## config.mk

```make
export PLATFORM = sky130hd
export DESIGN_NAME = xtrig_matrix
export DESIGN_NICKNAME = d
export VERILOG_FILES = /design/src/rtl/xtrig_pkg.sv /design/src/rtl/xtrig_regs.sv /design/src/rtl/xtrig_route.sv /design/src/rtl/xtrig_outlatch.sv /design/src/rtl/xtrig_matrix.sv
export SDC_FILE = /design/constraint.sdc
export NUM_CORES = 1
export LEC_CHECK = 0
export ABC_AREA = 0
export BUFFER_PORTS_ARGS = -buffer_cell sky130_fd_sc_hd__buf_2
export CORE_MARGIN = 3
export CORE_UTILIZATION = 37
export DETAILED_ROUTE_END_ITERATION = 10
export GPL_TIMING_DRIVEN = 0
export PLACE_DENSITY_LB_ADDON = 0.08
export SLEW_MARGIN = 15
export SYNTH_ARGS = -nofsm -noshare
export SYNTH_HDL_FRONTEND = slang
export SYNTH_SLANG_ARGS = --single-unit
```

## constraint.sdc

```tcl
create_clock -name clk -period 2.55 [get_ports clk]
set_input_delay 0.1275 -clock clk [delete_from_list [all_inputs] [get_ports clk]]
set_output_delay 0.1275 -clock clk [all_outputs]
set_load 0.02 [all_outputs]
```

## src/rtl/xtrig_pkg.sv

```systemverilog
// Package: address map and key value shared by the cross trigger matrix.
// Assumes a 12-bit byte address on a 32-bit word bus.
package xtrig_pkg;
    localparam int unsigned ADDR_W = 12;
    localparam int unsigned DATA_W = 32;

    localparam logic [ADDR_W-1:0] OFS_CTRL    = 12'h000;
    localparam logic [ADDR_W-1:0] OFS_ACK     = 12'h010;
    localparam logic [ADDR_W-1:0] OFS_HOLDSET = 12'h014;
    localparam logic [ADDR_W-1:0] OFS_HOLDCLR = 12'h018;
    localparam logic [ADDR_W-1:0] OFS_PULSE   = 12'h01C;
    localparam logic [ADDR_W-1:0] OFS_INMASK  = 12'h020;
    localparam logic [ADDR_W-1:0] OFS_OUTMASK = 12'h0A0;
    localparam logic [ADDR_W-1:0] OFS_ST_TIN  = 12'h130;
    localparam logic [ADDR_W-1:0] OFS_ST_TOUT = 12'h134;
    localparam logic [ADDR_W-1:0] OFS_ST_CHIN = 12'h138;
    localparam logic [ADDR_W-1:0] OFS_ST_CHOUT= 12'h13C;
    localparam logic [ADDR_W-1:0] OFS_KEY     = 12'hFB0;
    localparam logic [ADDR_W-1:0] OFS_LOCKST  = 12'hFB4;

    localparam logic [DATA_W-1:0] UNLOCK_KEY  = 32'hC5ACCE55;
endpackage

```

## src/rtl/xtrig_regs.sv

```systemverilog
// Register file: lock flag, enable, per-line channel masks, held and
// pulsed application channels, and the acknowledge strobe.
// Assumes one write per cycle. The lock-access address is always writable.
module xtrig_regs
    import xtrig_pkg::*;
#(
    parameter int unsigned N_TIN  = 8,
    parameter int unsigned N_TOUT = 8,
    parameter int unsigned N_CH   = 4
) (
    input  logic                             clk,
    input  logic                             rst_n,
    input  logic                             wr,
    input  logic [ADDR_W-1:0]                addr,
    input  logic [DATA_W-1:0]                wdata,
    output logic                             locked_q,
    output logic                             enable_q,
    output logic [N_TIN-1:0][N_CH-1:0]       in_mask_q,
    output logic [N_TOUT-1:0][N_CH-1:0]      out_mask_q,
    output logic [N_CH-1:0]                  hold_q,
    output logic [N_CH-1:0]                  pulse_q,
    output logic [N_TOUT-1:0]                ack
);
    logic wr_ok;

    // Writes that pass the lock gate.
    assign wr_ok = wr && !locked_q && (addr != OFS_KEY);

    // Acknowledge strobe, valid only in the write cycle.
    assign ack = (wr_ok && addr == OFS_ACK) ? wdata[N_TOUT-1:0] : '0;

    // Lock flag: the key opens the unit, any other value closes it.
    always_ff @(posedge clk) begin
        if (!rst_n)
            locked_q <= 1'b1;
        else if (wr && addr == OFS_KEY)
            locked_q <= (wdata != UNLOCK_KEY);
    end

    // Global enable bit.
    always_ff @(posedge clk) begin
        if (!rst_n)
            enable_q <= 1'b0;
        else if (wr_ok && addr == OFS_CTRL)
            enable_q <= wdata[0];
    end

    // Held application channels: set and clear writes.
    always_ff @(posedge clk) begin
        if (!rst_n)
            hold_q <= '0;
        else if (wr_ok && addr == OFS_HOLDSET)
            hold_q <= hold_q | wdata[N_CH-1:0];
        else if (wr_ok && addr == OFS_HOLDCLR)
            hold_q <= hold_q & ~wdata[N_CH-1:0];
    end

    // Pulsed application channels, active for one cycle.
    always_ff @(posedge clk) begin
        if (!rst_n)
            pulse_q <= '0;
        else
            pulse_q <= (wr_ok && addr == OFS_PULSE) ? wdata[N_CH-1:0] : '0;
    end

    for (genvar i = 0; i < N_TIN; i++) begin : g_inmask
        localparam logic [ADDR_W-1:0] A = OFS_INMASK + ADDR_W'(4 * i);
        // Channel mask of trigger input i.
        always_ff @(posedge clk) begin
            if (!rst_n)
                in_mask_q[i] <= '0;
            else if (wr_ok && addr == A)
                in_mask_q[i] <= wdata[N_CH-1:0];
        end
    end

    for (genvar o = 0; o < N_TOUT; o++) begin : g_outmask
        localparam logic [ADDR_W-1:0] A = OFS_OUTMASK + ADDR_W'(4 * o);
        // Channel mask of trigger output o.
        always_ff @(posedge clk) begin
            if (!rst_n)
                out_mask_q[o] <= '0;
            else if (wr_ok && addr == A)
                out_mask_q[o] <= wdata[N_CH-1:0];
        end
    end

    AST_KEY_UNLOCKS: assert property (@(posedge clk) disable iff (!rst_n)
        (wr && addr == OFS_KEY && wdata == UNLOCK_KEY) |=> !locked_q);
    AST_BAD_KEY_LOCKS: assert property (@(posedge clk) disable iff (!rst_n)
        (wr && addr == OFS_KEY && wdata != UNLOCK_KEY) |=> locked_q);
    AST_LOCKED_WRITE_BLOCKED: assert property (@(posedge clk) disable iff (!rst_n)
        (wr && locked_q && addr != OFS_KEY) |=>
        ($stable(enable_q) && $stable(hold_q) && $stable(in_mask_q) && $stable(out_mask_q)));
    AST_PULSE_SINGLE: assert property (@(posedge clk) disable iff (!rst_n)
        (pulse_q != '0 && !(wr && !locked_q && addr == OFS_PULSE)) |=> (pulse_q == '0));
endmodule

```

## src/rtl/xtrig_route.sv

```systemverilog
// Routing network: input masks feed the channels, and output masks pick
// the channels for each output event. Purely combinational.
// Assumes the enable gate is applied here, so events never form while disabled.
module xtrig_route #(
    parameter int unsigned N_TIN  = 8,
    parameter int unsigned N_TOUT = 8,
    parameter int unsigned N_CH   = 4
) (
    input  logic [N_TIN-1:0]             trig_in,
    input  logic [N_TIN-1:0][N_CH-1:0]   in_mask,
    input  logic [N_TOUT-1:0][N_CH-1:0]  out_mask,
    input  logic [N_CH-1:0]              hold,
    input  logic [N_CH-1:0]              pulse,
    input  logic                         enable,
    output logic [N_CH-1:0]              ch_from_trig,
    output logic [N_CH-1:0]              ch_active,
    output logic [N_TOUT-1:0]            out_evt
);
    // OR the masks of all active trigger inputs into the channel vector.
    always_comb begin
        ch_from_trig = '0;
        for (int i = 0; i < N_TIN; i++)
            if (trig_in[i])
                ch_from_trig = ch_from_trig | in_mask[i];
    end

    assign ch_active = ch_from_trig | hold | pulse;

    for (genvar o = 0; o < N_TOUT; o++) begin : g_evt
        assign out_evt[o] = enable && ((ch_active & out_mask[o]) != '0);
    end

    always_comb begin
        if (!enable)
            AST_NO_EVT_DISABLED: assert (out_evt == '0);
    end
endmodule

```

## src/rtl/xtrig_outlatch.sv

```systemverilog
// Output latches: set by events, cleared by acknowledge or while disabled.
// Assumes set wins over acknowledge on the same edge.
module xtrig_outlatch #(
    parameter int unsigned N_TOUT = 8
) (
    input  logic              clk,
    input  logic              rst_n,
    input  logic              enable,
    input  logic [N_TOUT-1:0] evt,
    input  logic [N_TOUT-1:0] ack,
    output logic [N_TOUT-1:0] lat_q,
    output logic [N_TOUT-1:0] trig_out
);
    // Latch events until acknowledged; drop everything while disabled.
    always_ff @(posedge clk) begin
        if (!rst_n)
            lat_q <= '0;
        else if (!enable)
            lat_q <= '0;
        else
            lat_q <= (lat_q & ~ack) | evt;
    end

    assign trig_out = enable ? lat_q : '0;

    AST_FIRE_ON_EVENT: assert property (@(posedge clk) disable iff (!rst_n)
        (evt != '0) |=> ((lat_q & $past(evt)) == $past(evt)));
    AST_HOLD_UNTIL_ACK: assert property (@(posedge clk) disable iff (!rst_n)
        (enable && (lat_q & ~ack) != '0) |=>
        ((lat_q & $past(lat_q & ~ack)) == $past(lat_q & ~ack)));
    AST_DISABLED_CLEARS: assert property (@(posedge clk) disable iff (!rst_n)
        !enable |=> (lat_q == '0));
endmodule

```

## src/rtl/xtrig_matrix.sv

```systemverilog
// Top: cross trigger matrix with register bus, lock, routing and latched
// outputs. Read data is a combinational decode of bus_addr.
// Assumes trigger inputs are already synchronous to clk.
module xtrig_matrix
    import xtrig_pkg::*;
#(
    parameter int unsigned N_TIN  = 8,
    parameter int unsigned N_TOUT = 8,
    parameter int unsigned N_CH   = 4
) (
    input  logic                 clk,
    input  logic                 rst_n,
    input  logic                 bus_wr,
    input  logic [ADDR_W-1:0]    bus_addr,
    input  logic [DATA_W-1:0]    bus_wdata,
    output logic [DATA_W-1:0]    bus_rdata,
    input  logic [N_TIN-1:0]     trig_in,
    output logic [N_TOUT-1:0]    trig_out
);
    logic                         locked, enable;
    logic [N_TIN-1:0][N_CH-1:0]   in_mask;
    logic [N_TOUT-1:0][N_CH-1:0]  out_mask;
    logic [N_CH-1:0]              hold, pulse, ch_from_trig, ch_active;
    logic [N_TOUT-1:0]            ack, out_evt, lat;

    xtrig_regs #(.N_TIN(N_TIN), .N_TOUT(N_TOUT), .N_CH(N_CH)) u_regs (
        .clk(clk), .rst_n(rst_n), .wr(bus_wr), .addr(bus_addr), .wdata(bus_wdata),
        .locked_q(locked), .enable_q(enable), .in_mask_q(in_mask),
        .out_mask_q(out_mask), .hold_q(hold), .pulse_q(pulse), .ack(ack)
    );

    xtrig_route #(.N_TIN(N_TIN), .N_TOUT(N_TOUT), .N_CH(N_CH)) u_route (
        .trig_in(trig_in), .in_mask(in_mask), .out_mask(out_mask),
        .hold(hold), .pulse(pulse), .enable(enable),
        .ch_from_trig(ch_from_trig), .ch_active(ch_active), .out_evt(out_evt)
    );

    xtrig_outlatch #(.N_TOUT(N_TOUT)) u_lat (
        .clk(clk), .rst_n(rst_n), .enable(enable), .evt(out_evt), .ack(ack),
        .lat_q(lat), .trig_out(trig_out)
    );

    // Read decode of the current address.
    always_comb begin
        bus_rdata = '0;
        case (bus_addr)
            OFS_CTRL:     bus_rdata[0] = enable;
            OFS_HOLDSET,
            OFS_HOLDCLR:  bus_rdata[N_CH-1:0] = hold;
            OFS_ST_TIN:   bus_rdata[N_TIN-1:0] = trig_in;
            OFS_ST_TOUT:  bus_rdata[N_TOUT-1:0] = trig_out;
            OFS_ST_CHIN:  bus_rdata[N_CH-1:0] = ch_from_trig;
            OFS_ST_CHOUT: bus_rdata[N_CH-1:0] = enable ? ch_active : '0;
            OFS_LOCKST:   bus_rdata[0] = locked;
            default:      bus_rdata = '0;
        endcase
        for (int i = 0; i < N_TIN; i++)
            if (bus_addr == OFS_INMASK + ADDR_W'(4 * i))
                bus_rdata[N_CH-1:0] = in_mask[i];
        for (int o = 0; o < N_TOUT; o++)
            if (bus_addr == OFS_OUTMASK + ADDR_W'(4 * o))
                bus_rdata[N_CH-1:0] = out_mask[o];
    end

    AST_OUT_QUIET_DISABLED: assert property (@(posedge clk) disable iff (!rst_n)
        !enable |-> (trig_out == '0));
endmodule

```

# [Word level (Yosys, flattened, before mapping)]
# Index checks and enable logic that the tools add are counted.
[word_totals] ff_bits=82 input_bits=55 output_inout_bits=40 elab_cells=150
[op_classes] eq_ne=28 muxes=32 bitwise_logic=23 reduce_logical=46
[ops] op="2-to-1 mux 4 bit" count=27
[ops] op="== test 12 x 6 -> 1 bit (second input constant)" count=8
[ops] op="== test 12 x 8 -> 1 bit (second input constant)" count=8
[ops] op="== test 12 x 5 -> 1 bit (second input constant)" count=4
[ops] op="== test 12 x 9 -> 1 bit (second input constant)" count=4
[ops] op="bitwise OR 4 bit" count=10
[ops] op="bitwise AND 4 bit" count=9
[ops] op="logical AND 1 bit" count=32
[ops] op="!= test 32 bit (second input constant)" count=1
[ops] op="nonzero test 4 bit" count=8
[ops] op="== test 12 bit (second input constant)" count=2
[ops] op="2-to-1 mux 8 bit" count=2
[ops] op="one-hot mux 3 bit (5 select lines)" count=1
[ops] op="zero test 12 bit" count=1
[ops] op="!= test 12 bit (second input constant)" count=1
[ops] op="bitwise AND 8 bit" count=1
[ops] op="inverter 8 bit" count=1
[ops] op="bitwise OR 8 bit" count=1
[ops] op="one-hot mux 4 bit (2 select lines)" count=1
[ops] op="one-hot mux 1 bit (7 select lines)" count=1
[ops] op="inverter 4 bit" count=1
[ops] op="AND reduction 2 bit" count=2
[ops] op="nonzero test 2 bit" count=1
[ops] op="OR reduction 2 bit" count=1
[ops] op="zero test 1 bit" count=1

# [Longest topological paths before layout]
# Gate-level depths: netlist (run 1).
[logic_depth] depth_word=35 ltp_mapped=10 depth_no_buf=7

# [Modules after synthesis]
# From an unflattened synthesis (run 1), not the netlist that was laid out.
[hier_totals] cells_unflattened=660 area_unflattened_um2=5494.0
[modules_own_cells] module="xtrig_regs" n_inst=1 cells_per_inst=304 area_per_inst_um2=3042.9 seq_area_each_um2=1481.4
[modules_own_cells] module="xtrig_matrix" n_inst=1 cells_per_inst=240 area_per_inst_um2=1511.4 seq_area_each_um2=0.0
[modules_own_cells] module="xtrig_route" n_inst=1 cells_per_inst=75 area_per_inst_um2=603.1 seq_area_each_um2=0.0
[modules_own_cells] module="xtrig_outlatch" n_inst=1 cells_per_inst=41 area_per_inst_um2=336.6 seq_area_each_um2=160.2

# [Worst setup path after synthesis (run 1)]
# OpenSTA, ideal clock, no wires.
[synth_timing] kind="in2out" startpoint="in bus_addr[5]" endpoint="out bus_rdata[0]" t_arrival_ns=2.054 required_ns=2.423 setup_slack_ns=0.368 path_stages=8 path_buffers=1 cell_sequence="buf_2 > or4b_4 > nor4_2 > a21o_1 > a22o_1 > o22ai_1 > a31o_1 > a31oi_1"
[synth_via] elab_chain_len=19 word_cells_on_any_way=42 cone_classes="23 x eq/ne; 17 x mux; 2 x reduce/logical"
[synth_lines] item="start, declared" line="xtrig_matrix.sv:14" rtl="input logic [ADDR_W-1:0] bus_addr,"
[synth_lines] item="== test 12 x 5 -> 1 bit" line="xtrig_matrix.sv:46" rtl="case (bus_addr)"
[synth_lines] item="OR reduction 2 bit" line="xtrig_matrix.sv:46"
[synth_lines] item="one-hot mux 1 bit (7 select lines)" line="xtrig_matrix.sv:46"
[synth_lines] item="2-to-1 mux 4 bit (8 in series)" line="xtrig_matrix.sv:58" rtl="if (bus_addr == OFS_INMASK + ADDR_W'(4 * i))"
[synth_lines] item="2-to-1 mux 4 bit (7 in series)" line="xtrig_matrix.sv:61" rtl="if (bus_addr == OFS_OUTMASK + ADDR_W'(4 * o))"
[synth_lines] item="2-to-1 mux 4 bit (*)" line="xtrig_matrix.sv:61"
[synth_lines] item="end, declared" line="xtrig_matrix.sv:16" rtl="output logic [DATA_W-1:0] bus_rdata,"
# Every way passes the cells marked *; elsewhere a longest branch is shown, timed or not.

# [Final worst setup path (run 1)]
[layout_timing] startpoint="in bus_addr[5]" endpoint="out bus_rdata[1]"
[layout_via] elab_chain_len=19 word_cells_on_any_way=40 cone_classes="22 x eq/ne; 17 x mux; 1 x reduce/logical"
[layout_lines] item="== test 12 x 5 -> 1 bit" line="xtrig_matrix.sv:46"
[layout_lines] item="OR reduction 2 bit" line="xtrig_matrix.sv:46"
[layout_lines] item="one-hot mux 3 bit (5 select lines)" line="xtrig_matrix.sv:46"
[layout_lines] item="2-to-1 mux 4 bit (8 in series)" line="xtrig_matrix.sv:58"
[layout_lines] item="2-to-1 mux 4 bit (7 in series)" line="xtrig_matrix.sv:61"
[layout_lines] item="2-to-1 mux 4 bit (*)" line="xtrig_matrix.sv:61"
# Marks and branches as above.

==> report_table.html, run 1 <==
<table>
<tr><th>Metric</th><th>Value</th></tr>
<tr><th colspan="2">Logic synthesis</th></tr>
<tr><td>Fraction of the mapped netlist area in compound gates</td><td>between 20% and 30%</td></tr>
<tr><td>Post-synthesis share of cell area spent on full adders, half adders and majority gates</td><td>0%</td></tr>
<tr><td>Top cells by area, synth</td><td>dfxtp_1 (32%), a22oi_1 (5.9%), nand2_1 (5.8%), mux2i_1 (5.6%), a21boi_1 (4.8%)</td></tr>
<tr><td>Post-Synth XOR/XNOR Area</td><td>less than 1%</td></tr>
<tr><td>FFs w/ async S/R, synth</td><td>0%</td></tr>
<tr><td>Dominant combinational cell family by area after synthesis</td><td>simple AND/OR/NAND/NOR gates</td></tr>
<tr><td>Mapped cell area</td><td>5179 sq um</td></tr>
<tr><td>Yosys top cell by area</td><td>dfxtp_1</td></tr>
<tr><td>EDFF count, synth</td><td>0</td></tr>
<tr><td>Yosys warns</td><td>0</td></tr>
<tr><td>Most used flip-flop cell after synthesis</td><td>dfxtp_1</td></tr>
<tr><td>Synth unique cells</td><td>67</td></tr>
<tr><td>Post-synthesis cell count</td><td>635</td></tr>
<tr><td>Post-synth top cells</td><td>dfxtp_1 (82), nand2_1 (80), a22oi_1 (41)</td></tr>
<tr><td>Multiplexer share of the synthesized area</td><td>5.605%</td></tr>
<tr><td>Top cell type's share of synthesized area</td><td>a little under a third</td></tr>
<tr><td>Mean post-synth cell area</td><td>between 8 and 9 sq um</td></tr>
<tr><td>Portion of the post-synthesis area used by sequential elements</td><td>31.70%</td></tr>
<tr><td>Share of synthesized cell area in and, or, nand and nor gates</td><td>28.63%</td></tr>
<tr><td>Post-synthesis sequential element count</td><td>82</td></tr>
<tr><td>Library cell with the highest instance count after synthesis</td><td>dfxtp_1</td></tr>
<tr><th colspan="2">GRT</th></tr>
<tr><td>Via count of the first global-routing pass</td><td>5,137</td></tr>
<tr><td>Initial antenna violation count</td><td>0</td></tr>
<tr><td>Pin count of the biggest net entering global routing</td><td>14</td></tr>
<tr><td>Overflow after GRT</td><td>0</td></tr>
<tr><td>First-pass GRT wire length</td><td>30,470 microns</td></tr>
<tr><td>Overall track demand over capacity in global routing</td><td>between 20 and 30%</td></tr>
<tr><th colspan="2">Floorplanning</th></tr>
<tr><td>Area of the placeable core</td><td>13,450 sq um</td></tr>
<tr><td>Number of I/O pins</td><td>95</td></tr>
<tr><td>Initial Util</td><td>around 38%</td></tr>
<tr><td>Row count</td><td>between 40 and 50</td></tr>
<tr><td>Die area</td><td>roughly 15,000 sq um</td></tr>
<tr><td>Die height</td><td>124.3 microns</td></tr>
<tr><td>Horiz. Die Dim</td><td>between 100 and 150 microns</td></tr>
<tr><th colspan="2">Clock network</th></tr>
<tr><td>CTS clock-pin slew for the worst setup and hold paths</td><td>roughly 0.060 ns</td></tr>
<tr><td>Cell at the root of the clock tree</td><td>clkbuf_16</td></tr>
<tr><td>Number of clock sinks</td><td>82</td></tr>
<tr><td>Worst-skew pair later-pin latency</td><td>0.35 ns</td></tr>
<tr><td>Post-CTS Hold Fix Bufs</td><td>0</td></tr>
<tr><td>Count of H-tree levels built during CTS</td><td>3</td></tr>
<tr><td>Buffer levels on the longest clock path</td><td>2</td></tr>
<tr><td>Total clock buffers created by CTS</td><td>9</td></tr>
<tr><td>CTS tree</td><td>yes</td></tr>
<tr><th colspan="2">Critical path</th></tr>
<tr><td>Worst reg2reg path depth</td><td>8</td></tr>
<tr><td>Count of buffering cells on the critical path with inverters included</td><td>2</td></tr>
<tr><td>Startpoint type of the worst setup path</td><td>input port</td></tr>
<tr><td>Worst Path Required</td><td>2.42 ns</td></tr>
<tr><td>Worst-path maximum fanout</td><td>9</td></tr>
<tr><td>CP Capture Type</td><td>output port</td></tr>
<tr><td>Critical path origin</td><td>bus_addr[5]</td></tr>
<tr><td>Worst Setup Path Type</td><td>input port to output port</td></tr>
<tr><td>FF-to-FF setup slack</td><td>between 0.5 and 0.6 ns</td></tr>
<tr><td>Slowest Stage Delay on Critical Path</td><td>0.72 ns</td></tr>
<tr><td>Cell with the largest stage delay on the worst path</td><td>nor4b_2</td></tr>
<tr><td>Worst reg2reg path startpoint</td><td>u_regs.in_mask_q[9]$_SDFFE_PN0P_</td></tr>
<tr><td>End of the worst register-to-register path</td><td>u_lat.lat_q[3]$_SDFF_PN0_</td></tr>
<tr><td>Critical Path Stages</td><td>9</td></tr>
<tr><td>Arrival time of the worst setup path</td><td>2.44 ns</td></tr>
<tr><td>Top cell family by delay on the critical path</td><td>simple AND/OR/NAND/NOR gates</td></tr>
<tr><td>Timing endpoint of the critical path</td><td>bus_rdata[1]</td></tr>
<tr><td>Cells along the critical path</td><td>buf_2 -&gt; nor4b_2 -&gt; nand2_1 -&gt; nor2_2 -&gt; a2111oi_2 -&gt; nand4_1 -&gt; o2111ai_1 -&gt; a21oi_1 -&gt; buf_2</td></tr>
<tr><td>Library cell appearing most often on the critical path</td><td>buf_2</td></tr>
<tr><th colspan="2">Routing</th></tr>
<tr><td>Routed wire length per instance</td><td>around 22 microns</td></tr>
<tr><td>Number of DRC violations after detailed-routing iteration 0</td><td>about 640</td></tr>
<tr><td>Antenna-violating nets left</td><td>0</td></tr>
<tr><td>Count of vias placed by the detailed router</td><td>5,396</td></tr>
<tr><td>WL final</td><td>about 20,000 microns</td></tr>
<tr><td>Detailed Routing Iterations Pass 1</td><td>5</td></tr>
<tr><td>Via density</td><td>5.840</td></tr>
<tr><td>Drt drc</td><td>0</td></tr>
<tr><th colspan="2">Power and ir drop</th></tr>
<tr><td>Clock power share</td><td>46.8%</td></tr>
<tr><td>Pwr per Cell Area</td><td>456.1 nW/um^2</td></tr>
<tr><td>Share of total power in combinational logic</td><td>about a tenth</td></tr>
<tr><td>Net switching share of the total power</td><td>24.10%</td></tr>
<tr><td>Total power</td><td>2.955 mW</td></tr>
<tr><td>Worst VDD drop</td><td>321.0 uV</td></tr>
<tr><td>Internal power summed over all cells</td><td>2.243 mW</td></tr>
<tr><td>Flop pwr share</td><td>~43%</td></tr>
<tr><td>Leakage power of the design</td><td>2.412 nW</td></tr>
<tr><td>Net switching power figure</td><td>0.7123 mW</td></tr>
<tr><th colspan="2">Placement</th></tr>
<tr><td>HPWL reported at the end of detailed placement</td><td>14,980 microns</td></tr>
<tr><td>Total placed cells including tap cells</td><td>approximately 900</td></tr>
<tr><td>Area of placed instances</td><td>~5800 sq um</td></tr>
<tr><td>Total of buffers placed on input and output ports</td><td>65</td></tr>
<tr><td>Final Wtd Congestion</td><td>0.9588</td></tr>
<tr><th colspan="2">Timing</th></tr>
<tr><td>Final period utilization</td><td>100.5%</td></tr>
<tr><td>Worst setup margin</td><td>-0.01367 ns</td></tr>
<tr><td>Max Clock Skew</td><td>0.007623 ns</td></tr>
<tr><td>Finish-stage setup viols</td><td>1</td></tr>
<tr><td>Final-report max-slew violation count</td><td>0</td></tr>
<tr><td>Total count of hold-check failures in the final report</td><td>0</td></tr>
<tr><td>Final worst path period need</td><td>approximately 2.6 ns</td></tr>
<tr><td>Worst-margin pin slew</td><td>0.8394 ns</td></tr>
<tr><td>Relative slew slack</td><td>43.89%</td></tr>
<tr><td>Max Clk Rate</td><td>~390 MHz</td></tr>
<tr><td>Smallest hold slack</td><td>0.1042 ns</td></tr>
<tr><th colspan="2">Final layout</th></tr>
<tr><td>Post-Layout Inst Area</td><td>6479 sq um</td></tr>
<tr><td>Count of antenna diodes in the layout</td><td>0</td></tr>
<tr><td>Fraction of layout cells with a size suffix above 1</td><td>25.40%</td></tr>
<tr><td>Area added between synthesis and finish</td><td>25.10%</td></tr>
<tr><td>Total number of nets in the final design</td><td>798</td></tr>
<tr><td>Fill cell instance count of the final layout</td><td>1,335</td></tr>
<tr><td>Final standard cell count with taps included and fillers excluded</td><td>924</td></tr>
<tr><th colspan="2">Flow run</th></tr>
<tr><td># Max-Cap Violations</td><td>0</td></tr>
<tr><th colspan="2">Run status</th></tr>
<tr><td>Violations in the final reports</td><td>setup timing</td></tr>
<tr><td>Result of the run</td><td>finished, violations left</td></tr>
<tr><th colspan="2">Min path</th></tr>
<tr><td>Hold WC Path Type</td><td>input port to register</td></tr>
</table>
[registers in the layout, summed over array words and instances, names as in the netlist, named ones only]
register           cells
u_regs.out_mask_q     32
u_lat.lat_q            8
u_regs.pulse_q         4
u_regs.enable_q        1
u_regs.in_mask_q      32
u_regs.locked_q        1
[cells in the final DEF, fill, tap and decap left out, drive strengths merged, types with 6 or more instances in the layout]
master / count
a21boi: 42
a21oi: 14
a22o: 7
a22oi: 41
a31oi: 6
and2: 14
buf: 121
clkbuf: 29
conb: 24
dfxtp: 82
mux2i: 29
nand2: 81
nand3: 14
nand4: 10
nor2: 42
nor2b: 29
nor3: 22
nor4: 10
o21ai: 58
or3: 8
[cells by family (layout without fill, tap and decap cells)]
group	after synthesis	count (layout)
compound gates	197	197
xor+xnor	1	1
buf+inv	69	159
flops	82	82
mux	29	29
other cells	1	24
simple gates	256	256
[area by class of cell]
type | instances | area [sq um] | area share [%]
inverter | 4 | 15.01 | 0.2317
multi-input combinational | 507 | 3441 | 53.11
timing repair buffer | 77 | 424.2 | 6.547
clock buffer | 11 | 232.7 | 3.592
tap | 176 | 220.2 | 3.399
sequential | 82 | 1648 | 25.43
clock inverter | 5 | 78.83 | 1.217
buffer | 62 | 419.2 | 6.470
[power groups by stage]
stage                     combinational, mW  clock, mW  sequential [mW]
after floorplan                       0.158          0             1.31
after global placement                0.261          0             1.31
after detailed placement              0.263          0             1.31
after CTS                             0.273       1.40             1.28
after global routing                  0.308       1.46             1.28
final                                 0.292       1.38             1.28
[worst reg2reg max path: cells and delay by family, from the launching register on]
kind	cells	cell delay, ns
buf+inv	1	0.26
simple gates	4	0.68
compound gates	3	0.54
flops	1	0.38
[stage by stage]
| stage | util (%) | setup TNS [ns] | setup slack, ns |
|---|---|---|---|
| 2_1_floorplan | - | 0 | 0.3683 |
| 3_3_place_gp | 43.19 | -1.292 | -0.4321 |
| 3_5_place_dp | 43.19 | -1.161 | -0.4010 |
| 4_1_cts | 46.64 | 0 | 0.005580 |
| 5_1_grt | 48.16 | -0.01834 | -0.009925 |
| 6_report | 48.16 | -0.01367 | -0.01367 |
[worst min path at each step]
stage                      start                            to  slack [ns]  cells past startpoint
finish              bus_wdata[4]     u_lat.lat_q[4]$_SDFF_PN0_        0.10                      4
detailed placement  bus_wdata[4]     u_lat.lat_q[4]$_SDFF_PN0_        0.46                      4
global route        bus_wdata[6]     u_lat.lat_q[6]$_SDFF_PN0_        0.13                      4
global placement    bus_wdata[4]     u_lat.lat_q[4]$_SDFF_PN0_        0.46                      4
CTS                 bus_wdata[4]     u_lat.lat_q[4]$_SDFF_PN0_         0.1                      4
floorplan                 bus_wr  u_regs.locked_q$_SDFFE_PN1P_        0.32                      2
[routing by layer]
metal  vias to the layer above  wire length, microns  share of wire (%)  global-route usage [%]
met4                         0                   570                2.9                   9.865
met3                        43                  1790                9.0                   5.746
li1                       2510                     -                  -                       -
met1                      2558                  8941                 45                   35.67
met2                       285                  8661                 43                   37.15
met5                         -                     0                  0                       0
[timing repair]
action	4_1_cts	5_1_grt
resized for setup	24	35
pin swaps	3	14
setup buffers	4	8
setup endpoints to repair	4	4
Note: power is estimated with default switching activity, not from simulation.
==> run 2: changes to the inputs <==
--- a/config.mk
+++ b/config.mk
@@ -7,7 +7,7 @@
 export LEC_CHECK = 0
 export ABC_AREA = 0
 export BUFFER_PORTS_ARGS = -buffer_cell sky130_fd_sc_hd__buf_2
-export CORE_MARGIN = 3
+export CORE_MARGIN = 4
 export CORE_UTILIZATION = 37
 export DETAILED_ROUTE_END_ITERATION = 10
 export GPL_TIMING_DRIVEN = 0
==> run 2 against run 1 <==
The flow now finishes without violations. Final cell count is 0.22% lower. Critical path depth shrank 1. Global-route usage decreased by 0.42 points. Critical path type is now register to output port.
==> report_table.html, run 2 (same netlist as run 1, synthesis figures left out) <==
<table>
<tr><th>Metric</th><th>Value</th></tr>
<tr><th colspan="2">Placement</th></tr>
<tr><td>HPWL reported at the end of detailed placement</td><td>15,220 microns (was 14,980 microns)</td></tr>
<tr><td>Total of buffers placed on input and output ports</td><td>65 (unchanged)</td></tr>
<tr><td>Area of placed instances</td><td>5811 sq um (unchanged)</td></tr>
<tr><td>Final Wtd Congestion</td><td>0.9830 (was 0.9588)</td></tr>
<tr><td>Total placed cells including tap cells</td><td>899 (unchanged)</td></tr>
<tr><td>Post-placement setup slack</td><td>-0.4734 ns (was -0.4010 ns)</td></tr>
<tr><th colspan="2">Timing</th></tr>
<tr><td>Finish-stage setup viols</td><td>0 (was 1)</td></tr>
<tr><td>Max Clk Rate</td><td>398.4 MHz (was 390.1 MHz)</td></tr>
<tr><td>Final period utilization</td><td>98.43% (was 100.5%)</td></tr>
<tr><td>Final worst path period need</td><td>2.510 ns (was 2.564 ns)</td></tr>
<tr><td>Max Clock Skew</td><td>0.005657 ns (was 0.007623 ns)</td></tr>
<tr><td>Relative slew slack</td><td>43.37% (was 43.89%)</td></tr>
<tr><td>Worst-margin pin slew</td><td>0.8472 ns (was 0.8394 ns)</td></tr>
<tr><td>Final-report max-slew violation count</td><td>0 (unchanged)</td></tr>
<tr><td>RSZ-0062 raised after global routing</td><td>true</td></tr>
<tr><td>Worst setup margin</td><td>0.03993 ns (was -0.01367 ns)</td></tr>
<tr><td>Total count of hold-check failures in the final report</td><td>0 (unchanged)</td></tr>
<tr><th colspan="2">GRT</th></tr>
<tr><td>Overall track demand over capacity in global routing</td><td>24.80% (was 25.22%)</td></tr>
<tr><td>Initial antenna violation count</td><td>0 (unchanged)</td></tr>
<tr><td>Overflow after GRT</td><td>0 (unchanged)</td></tr>
<tr><td>Via count of the first global-routing pass</td><td>5,141 (was 5,137)</td></tr>
<tr><td>First-pass GRT wire length</td><td>30,600 microns (was 30,470 microns)</td></tr>
<tr><td>Pin count of the biggest net entering global routing</td><td>13 (was 14)</td></tr>
<tr><th colspan="2">Routing</th></tr>
<tr><td>Drt drc</td><td>0 (unchanged)</td></tr>
<tr><td>Detailed Routing Iterations Pass 1</td><td>5 (unchanged)</td></tr>
<tr><td>Via density</td><td>5.859 (was 5.840)</td></tr>
<tr><td>Routed wire length per instance</td><td>21.99 microns (was 21.61 microns)</td></tr>
<tr><td>Number of DRC violations after detailed-routing iteration 0</td><td>536 (was 638)</td></tr>
<tr><td>WL final</td><td>20,270 microns (was 19,960 microns)</td></tr>
<tr><td>Antenna-violating nets left</td><td>0 (unchanged)</td></tr>
<tr><td>Count of vias placed by the detailed router</td><td>5,402 (was 5,396)</td></tr>
<tr><th colspan="2">Final layout</th></tr>
<tr><td>Area added between synthesis and finish</td><td>25.05% (was 25.10%)</td></tr>
<tr><td>Multi-input gate area in the final layout</td><td>3436 sq um (was 3441 sq um)</td></tr>
<tr><td>Fraction of layout cells with a size suffix above 1</td><td>26.01% (was 25.40%)</td></tr>
<tr><td>Sequential cell area</td><td>1650 sq um (was 1648 sq um)</td></tr>
<tr><td>Post-Layout Inst Area</td><td>6476 sq um (was 6479 sq um)</td></tr>
<tr><td>Count of antenna diodes in the layout</td><td>0 (unchanged)</td></tr>
<tr><td>Final standard cell count with taps included and fillers excluded</td><td>922 (was 924)</td></tr>
<tr><td>Biggest registers after layout</td><td>u_regs.in_mask_q x32, u_regs.out_mask_q x32, u_lat.lat_q x8 (unchanged)</td></tr>
<tr><td>Most common cell after layout, fill and taps aside</td><td>nand2_1</td></tr>
<tr><td>Fill cell instance count of the final layout</td><td>1,349 (was 1,335)</td></tr>
<tr><td>Total number of nets in the final design</td><td>797 (was 798)</td></tr>
<tr><td>Most frequent cells in the layout</td><td>nand2_1 (80), dfxtp_1 (77), buf_2 (66) (was nand2_1 (79), dfxtp_1 (79), buf_2 (67))</td></tr>
<tr><th colspan="2">Floorplanning</th></tr>
<tr><td>Row count</td><td>42 (unchanged)</td></tr>
<tr><td>Die area</td><td>15,950 sq um (was 15,450 sq um)</td></tr>
<tr><td>Horiz. Die Dim</td><td>126.3 microns (was 124.3 microns)</td></tr>
<tr><td>Initial Util</td><td>38.50% (unchanged)</td></tr>
<tr><td>Number of I/O pins</td><td>95 (unchanged)</td></tr>
<tr><td>Die height</td><td>126.3 microns (was 124.3 microns)</td></tr>
<tr><td>Area of the placeable core</td><td>13,450 sq um (unchanged)</td></tr>
<tr><th colspan="2">Critical path</th></tr>
<tr><td>Worst reg2reg path startpoint</td><td>u_regs.in_mask_q[9]$_SDFFE_PN0P_ (unchanged)</td></tr>
<tr><td>Worst Setup Path Type</td><td>register to output port (was input port to output port)</td></tr>
<tr><td>Worst-path maximum fanout</td><td>3 (was 9)</td></tr>
<tr><td>FF-to-FF setup slack</td><td>0.53 ns (was 0.56 ns)</td></tr>
<tr><td>Worst Path Required</td><td>2.42 ns (about the same)</td></tr>
<tr><td>CP Capture Type</td><td>output port (unchanged)</td></tr>
<tr><td>Arrival time of the worst setup path</td><td>2.38 ns (was 2.44 ns)</td></tr>
<tr><td>End of the worst register-to-register path</td><td>u_lat.lat_q[1]$_SDFF_PN0_ (was u_lat.lat_q[3]$_SDFF_PN0_)</td></tr>
<tr><td>Critical path origin</td><td>u_regs.in_mask_q[4]$_SDFFE_PN0P_ (was bus_addr[5])</td></tr>
<tr><td>Startpoint type of the worst setup path</td><td>register (was input port)</td></tr>
<tr><td>Worst reg2reg path depth</td><td>8 (unchanged)</td></tr>
<tr><th colspan="2">Clock network</th></tr>
<tr><td>Post-CTS Hold Fix Bufs</td><td>0 (unchanged)</td></tr>
<tr><td>Count of H-tree levels built during CTS</td><td>3 (unchanged)</td></tr>
<tr><td>Number of clock sinks</td><td>82 (unchanged)</td></tr>
<tr><td>Worst-skew pair later-pin latency</td><td>0.35 ns (about the same)</td></tr>
<tr><td>Buffer levels on the longest clock path</td><td>2 (unchanged)</td></tr>
<tr><td>Cell at the root of the clock tree</td><td>clkbuf_16 (unchanged)</td></tr>
<tr><td>CTS clock-pin slew for the worst setup and hold paths</td><td>0.06 ns (about the same)</td></tr>
<tr><td>CTS tree</td><td>yes (unchanged)</td></tr>
<tr><td>Total clock buffers created by CTS</td><td>9 (unchanged)</td></tr>
<tr><th colspan="2">Power and ir drop</th></tr>
<tr><td>Clock power share</td><td>47.7% (was 46.8%)</td></tr>
<tr><td>Share of total power in combinational logic</td><td>9.6% (was 9.9%)</td></tr>
<tr><td>Net switching share of the total power</td><td>23.59% (was 24.10%)</td></tr>
<tr><td>Net switching power figure</td><td>0.7079 mW (was 0.7123 mW)</td></tr>
<tr><td>Leakage power of the design</td><td>2.411 nW (was 2.412 nW)</td></tr>
<tr><td>Pwr per Cell Area</td><td>463.3 nW/um^2 (was 456.1 nW/um^2)</td></tr>
<tr><td>Worst VDD drop</td><td>334.6 uV (was 321.0 uV)</td></tr>
<tr><td>Flop pwr share</td><td>42.7% (was 43.3%)</td></tr>
<tr><td>Internal power summed over all cells</td><td>2.292 mW (was 2.243 mW)</td></tr>
<tr><th colspan="2">Min path</th></tr>
<tr><td>Hold WC Path Type</td><td>input port to register (unchanged)</td></tr>
<tr><td>Hold-critical path depth</td><td>4 (unchanged)</td></tr>
<tr><td>HP Start</td><td>bus_wdata[4] (unchanged)</td></tr>
<tr><td>Worst Hold Endpoint</td><td>u_lat.lat_q[4]$_SDFF_PN0_ (unchanged)</td></tr>
<tr><th colspan="2">Run status</th></tr>
<tr><td>Result of the run</td><td>finished, final reports clean (was finished, violations left)</td></tr>
<tr><th colspan="2">Flow run</th></tr>
<tr><td># Max-Cap Violations</td><td>0 (unchanged)</td></tr>
</table>
run 2: per-stage QoR:
step                      power (mW)  TNS [ns]  hold slack [ns]  utilization, %
after floorplan                1.467         0           0.3240               -
after global placement         1.570    -1.328           0.4570           43.19
after detailed placement       1.572    -1.782           0.4486           43.19
after CTS                      3.001  -0.02159          0.08178           46.67
after global routing           3.088  -0.03817          0.09342           48.14
final                          3.000         0          0.08908           48.14
run 2: worst max-delay path by stage:
stage | depth (start not counted) | endpoint | slack [ns]
floorplan | 8 | bus_rdata[0] | 0.37
global placement | 10 | bus_rdata[1] | -0.45
detailed placement | 10 | bus_rdata[1] | -0.47
CTS | 8 | bus_rdata[2] | -0.02
global route | 9 | bus_rdata[3] | -0.01
finish | 8 | bus_rdata[0] | 0.04
run 2: area by class of cell:
type                    count  area share (%)
inverters                   4          0.2318
plain buffers              62           6.472
multi-input cells         507           53.05
clock buffers              13           4.019
clock inverters             2          0.9274
well taps                 176           3.400
repair buffers             76           6.414
flip-flops and latches     82           25.48
run 2: worst max-delay path, stage by stage (launching register included):
cell and delay (ns):
dfxtp_1 0.36, a22oi_1 0.21, nand4_1 0.19, or3_4 0.41
a22o_1 0.22, o22ai_2 0.11, a31o_1 0.23, a31oi_2 0.11
buf_4 0.18
run 2: metal layers:
layer | up-vias | GRT usage, % | wire, microns
li1 | 2501 | - | -
met1 | 2536 | 33.77 | 8725
met2 | 314 | 37.84 | 8821
met3 | 51 | 6.263 | 2094
met4 | 0 | 9.590 | 632
met5 | - | 0 | 0
run 2: power by group through the flow:
stage,Clock [mW],Combinational [mW],Sequential (mW)
after detailed placement,0,0.263,1.31
after global routing,1.50,0.307,1.28
after global placement,0,0.261,1.31
after CTS,1.45,0.273,1.28
after floorplan,0,0.158,1.31
final,1.43,0.289,1.28
run 2: repair_timing:
item	in CTS	in global routing
setup endpoints to repair	4	4
buffers inserted	4	7
endpoints found under the hold margin	0	0
resized for setup	23	39
pin swaps	3	17
